`config.mk`:
```
export PLATFORM = sky130hd
export DESIGN_NAME = icr_bank
export DESIGN_NICKNAME = d
export VERILOG_FILES = /design/src/rtl/icr_pkg.sv /design/src/rtl/icr_rst_sync.sv /design/src/rtl/icr_addr_dec.sv /design/src/rtl/icr_mask_reg.sv /design/src/rtl/icr_cause_reg.sv /design/src/rtl/icr_bank.sv
export SDC_FILE = /design/constraint.sdc
export NUM_CORES = 1
export LEC_CHECK = 0
export BUFFER_PORTS_ARGS = -buffer_cell sky130_fd_sc_hd__buf_2
export CAP_MARGIN = 20
export CORE_MARGIN = 8
export CORE_UTILIZATION = 63
export CTS_BUF_LIST = sky130_fd_sc_hd__clkbuf_2 sky130_fd_sc_hd__clkbuf_4 sky130_fd_sc_hd__clkbuf_8
export CTS_CLUSTER_DIAMETER = 40
export DETAILED_ROUTE_END_ITERATION = 7
export GPL_TIMING_DRIVEN = 0
export HOLD_SLACK_MARGIN = 0.15
export PLACE_DENSITY = 0.87
export SYNTH_ARGS = -nofsm -noshare
export SYNTH_HDL_FRONTEND = slang
export SYNTH_SLANG_ARGS = --single-unit
```
`constraint.sdc`:
```
create_clock -name clk_i -period 9.9 [get_ports clk_i]
set_clock_uncertainty 0.05 [all_clocks]
set_input_delay 1.485 -clock clk_i [delete_from_list [all_inputs] [get_ports clk_i]]
set_output_delay 1.485 -clock clk_i [all_outputs]
set_load 0.03 [all_outputs]
```
`src/rtl/icr_pkg.sv`:
```
package icr_pkg;
  localparam int unsigned DATA_W = 32;
  localparam int unsigned ADDR_W = 3;

  // Word offsets inside the register group
  typedef enum logic [ADDR_W-1:0] {
    OFS_CAUSE = 3'd0,
    OFS_MSET  = 3'd1,
    OFS_MCLR  = 3'd2,
    OFS_MVAL  = 3'd3,
    OFS_CMODE = 3'd4
  } icr_ofs_e;

  typedef struct packed {
    logic cause_wr;
    logic cause_rd;
    logic mset_wr;
    logic mclr_wr;
    logic cmode_wr;
  } icr_strb_t;
endpackage

```
`src/rtl/icr_rst_sync.sv`:
```
module icr_rst_sync #(
  parameter int unsigned STAGES = 2
) (
  input  logic clk_i,
  input  logic rst_ni,
  output logic rst_sync_no
);
  logic [STAGES-1:0] sync_q;
  logic [STAGES-1:0] sync_d;

  always_comb begin
    sync_d = {sync_q[STAGES-2:0], 1'b1};
  end

  always_ff @(posedge clk_i or negedge rst_ni) begin
    if (!rst_ni) sync_q <= '0;
    else         sync_q <= sync_d;
  end

  assign rst_sync_no = sync_q[STAGES-1];
endmodule

```
`src/rtl/icr_addr_dec.sv`:
```
module icr_addr_dec
  import icr_pkg::*;
#(
  parameter int unsigned AW = ADDR_W
) (
  input  logic          wr_i,
  input  logic          rd_i,
  input  logic [AW-1:0] addr_i,
  output icr_strb_t     strb_o
);
  always_comb begin
    strb_o          = '0;
    strb_o.cause_wr = wr_i && (addr_i == OFS_CAUSE);
    strb_o.cause_rd = rd_i && (addr_i == OFS_CAUSE);
    strb_o.mset_wr  = wr_i && (addr_i == OFS_MSET);
    strb_o.mclr_wr  = wr_i && (addr_i == OFS_MCLR);
    strb_o.cmode_wr = wr_i && (addr_i == OFS_CMODE);
  end
endmodule

```
`src/rtl/icr_mask_reg.sv`:
```
module icr_mask_reg #(
  parameter int unsigned W = 32
) (
  input  logic         clk_i,
  input  logic         rst_ni,
  input  logic         set_en_i,
  input  logic         clr_en_i,
  input  logic [W-1:0] bits_i,
  output logic [W-1:0] mask_o
);
  logic [W-1:0] mask_q;
  logic [W-1:0] mask_d;
  logic         mask_en;

  always_comb begin
    mask_en = set_en_i | clr_en_i;
    mask_d  = mask_q;
    if (set_en_i) mask_d = mask_d | bits_i;
    if (clr_en_i) mask_d = mask_d & ~bits_i;
  end

  always_ff @(posedge clk_i or negedge rst_ni) begin
    if (!rst_ni)      mask_q <= '1;
    else if (mask_en) mask_q <= mask_d;
  end

  assign mask_o = mask_q;
endmodule

```
`src/rtl/icr_cause_reg.sv`:
```
module icr_cause_reg #(
  parameter int unsigned W = 32
) (
  input  logic         clk_i,
  input  logic         rst_ni,
  input  logic [W-1:0] ev_i,
  input  logic         w1c_en_i,
  input  logic         rd_en_i,
  input  logic [W-1:0] wdata_i,
  input  logic [W-1:0] cor_sel_i,
  output logic [W-1:0] cause_o
);
  logic [W-1:0] cause_q;
  logic [W-1:0] cause_d;
  logic [W-1:0] clr_vec;
  logic [W-1:0] bit_en;

  for (genvar b = 0; b < W; b++) begin : g_bit
    always_comb begin
      clr_vec[b] = (w1c_en_i & wdata_i[b] & ~cor_sel_i[b])
                 | (rd_en_i  & cor_sel_i[b]);
      // a set in the same cycle as a clear wins
      cause_d[b] = ev_i[b] | (cause_q[b] & ~clr_vec[b]);
      bit_en[b]  = ev_i[b] | clr_vec[b];
    end

    always_ff @(posedge clk_i or negedge rst_ni) begin
      if (!rst_ni)        cause_q[b] <= 1'b0;
      else if (bit_en[b]) cause_q[b] <= cause_d[b];
    end
  end

  assign cause_o = cause_q;
endmodule

```
`src/rtl/icr_bank.sv`:
```
module icr_bank
  import icr_pkg::*;
#(
  parameter int unsigned DW = DATA_W,
  parameter int unsigned AW = ADDR_W
) (
  input  logic          clk_i,
  input  logic          rst_ni,
  input  logic [DW-1:0] ev_pulse_i,
  input  logic          reg_wr_i,
  input  logic          reg_rd_i,
  input  logic [AW-1:0] reg_addr_i,
  input  logic [DW-1:0] reg_wdata_i,
  output logic [DW-1:0] reg_rdata_o,
  output logic          irq_o
);
  logic          rst_n_sync;
  icr_strb_t     strb;
  logic [DW-1:0] cause_q;
  logic [DW-1:0] mask_q;
  logic [DW-1:0] cmode_q;
  logic [DW-1:0] cmode_d;
  logic [DW-1:0] rd_mux;
  logic [DW-1:0] rdata_q;
  logic          irq_d;
  logic          irq_q;

  icr_rst_sync #(.STAGES(2)) u_rst (
    .clk_i       (clk_i),
    .rst_ni      (rst_ni),
    .rst_sync_no (rst_n_sync)
  );

  icr_addr_dec #(.AW(AW)) u_dec (
    .wr_i   (reg_wr_i),
    .rd_i   (reg_rd_i),
    .addr_i (reg_addr_i),
    .strb_o (strb)
  );

  icr_mask_reg #(.W(DW)) u_mask (
    .clk_i    (clk_i),
    .rst_ni   (rst_n_sync),
    .set_en_i (strb.mset_wr),
    .clr_en_i (strb.mclr_wr),
    .bits_i   (reg_wdata_i),
    .mask_o   (mask_q)
  );

  icr_cause_reg #(.W(DW)) u_cause (
    .clk_i     (clk_i),
    .rst_ni    (rst_n_sync),
    .ev_i      (ev_pulse_i),
    .w1c_en_i  (strb.cause_wr),
    .rd_en_i   (strb.cause_rd),
    .wdata_i   (reg_wdata_i),
    .cor_sel_i (cmode_q),
    .cause_o   (cause_q)
  );

  // clear-mode register: 1 = clear on read, 0 = write 1 to clear
  always_comb cmode_d = reg_wdata_i;

  always_ff @(posedge clk_i or negedge rst_n_sync) begin
    if (!rst_n_sync)        cmode_q <= '0;
    else if (strb.cmode_wr) cmode_q <= cmode_d;
  end

  always_comb begin
    unique case (reg_addr_i)
      OFS_CAUSE: rd_mux = cause_q;
      OFS_MVAL:  rd_mux = mask_q;
      OFS_CMODE: rd_mux = cmode_q;
      default:   rd_mux = '0;
    endcase
  end

  always_ff @(posedge clk_i or negedge rst_n_sync) begin
    if (!rst_n_sync)   rdata_q <= '0;
    else if (reg_rd_i) rdata_q <= rd_mux;
  end

  always_comb irq_d = |(cause_q & ~mask_q);

  always_ff @(posedge clk_i or negedge rst_n_sync) begin
    if (!rst_n_sync) irq_q <= 1'b0;
    else             irq_q <= irq_d;
  end

  assign reg_rdata_o = rdata_q;
  assign irq_o       = irq_q;
endmodule

```
==> reports/metrics.csv <==
stage;metric;value;unit
clocking;TritonCTS Buffers;17;
logic_synthesis;sequential-to-total area share from yosys stat;55.0;%
drt;antenna viol nets, final;0;
sta;final period utilization;28.7;%
placed_design;HPWL after DPL;12700;µm
drt;routed length per instance;21.7;µm
logic_synthesis;Post-Synthesis Cells;582;
layout;Final Cell Area;0.00723;mm²
placed_design;PortBufs;103;
drt;DR iter-0 viols;532;
drt;via count;5392;
floorplanning;chip width;114;µm
pwr;Power Density;206;mW/mm²
sta;RSZ-0062 raised after global routing;no;
worst_setup_path;Worst Setup Path Type;in2reg;
worst_setup_path;Worst Path Arrival;3.11;ns
clocking;postcts setup bufs;0;
floorplanning;Core Region;0.00928;mm²
outcome;failing checks;design-rule violations;
global_route;first-pass GRT wire length;29600;µm
clocking;post-cts hold buffer count;0;
floorplanning;I/O pin count;104;
sta;Final Hold Fails;0;
sta;Max Transition Viols Final;0;
layout;fillcell total;633;
clocking;CTS max path bufs;2;
global_route;largest net degree at the start of global routing;52;
sta;achievable clock frequency;0.352;GHz
clocking;Post-CTS Resized;0;
sta;worst relative slew slack;58.7;%
layout;share of cells above drive strength 1;32.7;%
layout;# diodes;0;
worst_setup_path;crit end category;register;
placed_design;GP Congestion;0.901;
clocking;H-tree level count;4;
global_route;antenna violations before repair;0;
logic_synthesis;Post-Syn Nets;653;
clocking;Num Clock Sinks;131;
sta;worst-margin pin slew;0.619;ns
clocking;clock latency on the worst-skew pair;0.43;ns
worst_setup_path;maximum fanout along the worst path;10;
worst_hold_path;worst min-delay path class;reg2async;
placed_design;Setup WS pre-CTS;6.61;ns
drt;final WL;18400;µm
layout;Final nets;777;
logic_synthesis;Unique masters post-synth;26;
logic_synthesis;#FFs+latches synth;131;
job;total of max-cap violations;0;
pwr;maximum vdd drop;0.138;mV
outcome;run status;finished, violations left;
placed_design;Placed Instance Area;0.00676;mm²
sta;Final Worst Setup Slack;7.06;ns
floorplanning;Initial Util;65.0;%
drt;DRT Pass-1 Iters;8;
drt;number of remaining DRC errors;2;
sta;setup TNS;0;ns
clocking;CTS tree;done;
global_route;gr ovfl total;0;
global_route;GRT Overall Usage;29.2;%
floorplanning;Core Rows;35;
worst_setup_path;WP data required;10.17;ns
clocking;root buffer cell;clkbuf_8;
logic_synthesis;syn_area_per_cell;10.4;µm²
pwr;Pleak;3.21;nW
global_route;number of global-route vias before repair;5692;
floorplanning;Die Y;114;µm
worst_setup_path;startpoint types;input pin;
sta;min Tclk post-route;2.84;ns
layout;area growth from synthesis to layout;19.9;%
logic_synthesis;Cell Area, Synth;0.00603;mm²
drt;drt via density;6.36;
floorplanning;Die ar.;0.0130;mm²
clocking;CTS clock-pin slew for the worst setup and hold paths;0.08;ns
sta;setup violators final;0;
logic_synthesis;Yosys warnings;0;
## cells in the final DEF (no fill, tap or decap), types with 2 or more instances in the layout
| cell | n |
|---|---|
| buf_6 | 3 |
| clkbuf_8 | 19 |
| clkinv_4 | 3 |
| a31o_2 | 24 |
| nand3b_1 | 32 |
| nor3b_2 | 2 |
| mux2_2 | 2 |
| bufinv_16 | 5 |
| a31o_1 | 8 |
| nand2_1 | 65 |
| a21oi_1 | 96 |
| buf_2 | 114 |
| a22oi_1 | 32 |
| clkinvlp_4 | 3 |
| dfstp_2 | 32 |
| nor4_1 | 4 |
| mux2_4 | 20 |
| inv_1 | 32 |
| o22ai_1 | 16 |
| o21ai_0 | 32 |
| mux2_1 | 10 |
| clkbuf_1 | 22 |
| dfrtp_1 | 98 |
| nor2_1 | 34 |
## worst paths after layout
kind / start / depth (start not counted) / to / slack [ns]
max: reg_addr_i[2] / 6 / u_cause.cause_o[28] / 7.06
min: u_rst.sync_q[1] / 0 / cmode_q[14] / 0.25
max reg2reg: register / 3 / irq_o / 8.48
min reg2reg: u_rst.sync_q[1] / 0 / cmode_q[14] / 0.25
max in group asynchronous: u_rst.sync_q[1] / 2 / asynchronous set/reset pin / 8.57
min in group clk_i: u_rst.sync_q[0] / 0 / u_rst.sync_q[1] / 0.31
## per-stage QoR
stage / power [mW] / hold WS, ns / instances / utilization, %
finish: 1.49 / 0.249 / 848 / 77.9
global route: 1.54 / 0.299 / 848 / 77.9
CTS: 1.49 / 0.272 / 848 / 77.9
detailed placement: 0.953 / 0.262 / 816 / 72.8
global placement: 0.932 / 0.286 / 814 / 72.3
floorplan: 0.856 / 0.281 / 582 / -
## power by group
group          internal (mW)  leakage (nW)  switching (mW)  total [mW]
Sequential             0.635          1.43          0.0774       0.712
Combinational          0.109          1.56           0.136       0.245
Clock                  0.317         0.229           0.218       0.534
## critical path: stages
cell and delay, ns:
buf_2 0.13, buf_2 0.21, nor4b_4 0.35, clkbuf_1 0.52, nand2_1 0.14, a31o_2 0.27
## per-layer routing
metal | GRT usage (%) | wire length [µm] | part of all wire [%]
met2 | 47.7 | 8890 | 48
met3 | 7.50 | 1760 | 9.5
met4 | 13.3 | 629 | 3.4
met1 | 35.8 | 7150 | 39
met5 | 0 | 0 | 0
## area by class of cell
class                           instances  area, µm²  share of cell area [%]
Sequential cell                       131       3320                    45.9
Multi-Input combinational cell        383       2420                    33.5
Timing Repair Buffer                  105        563                    7.78
Clock buffer                           20        269                    3.72
Clock inverter                         12        204                    2.82
Buffer                                 36        171                    2.37
Tap cell                              129        161                    2.23
Inverter                               32        120                    1.66
## synthesized netlist by cell type (all sizes together)
cell / count / area share [%]
inv: 32 / 2.0
nor3b: 2 / 0.41
o22ai: 16 / 1.7
clkbuf: 22 / 1.4
nand4: 1 / 0.10
a31o: 32 / 4.6
nand3b: 32 / 4.0
nor3: 1 / 0.17
dfrtp: 99 / 41
buf: 14 / 1.5
dfstp: 32 / 14
a22oi: 32 / 4.0
nor4b: 1 / 0.39
nor2: 34 / 2.1
conb: 1 / 0.062
o21ai: 32 / 2.7
mux2: 32 / 7.2
nor4: 4 / 0.41
a21oi: 96 / 8.0
and3: 1 / 0.10
nand2b: 1 / 0.23
nand2: 65 / 4.0
## cells by family (layout without fill, tap and decap cells)
| group | count (synthesis) | count (layout) | share of synthesized area [%] |
|---|---|---|---|
| mux | 32 | 32 | 7.22 |
| other cells | 1 | 1 | 0.0622 |
| compound gates | 208 | 208 | 20.9 |
| flops | 131 | 131 | 55.0 |
| buf+inv | 68 | 205 | 4.83 |
| simple gates | 142 | 142 | 12.0 |
Power figures use the tool's default switching activity.
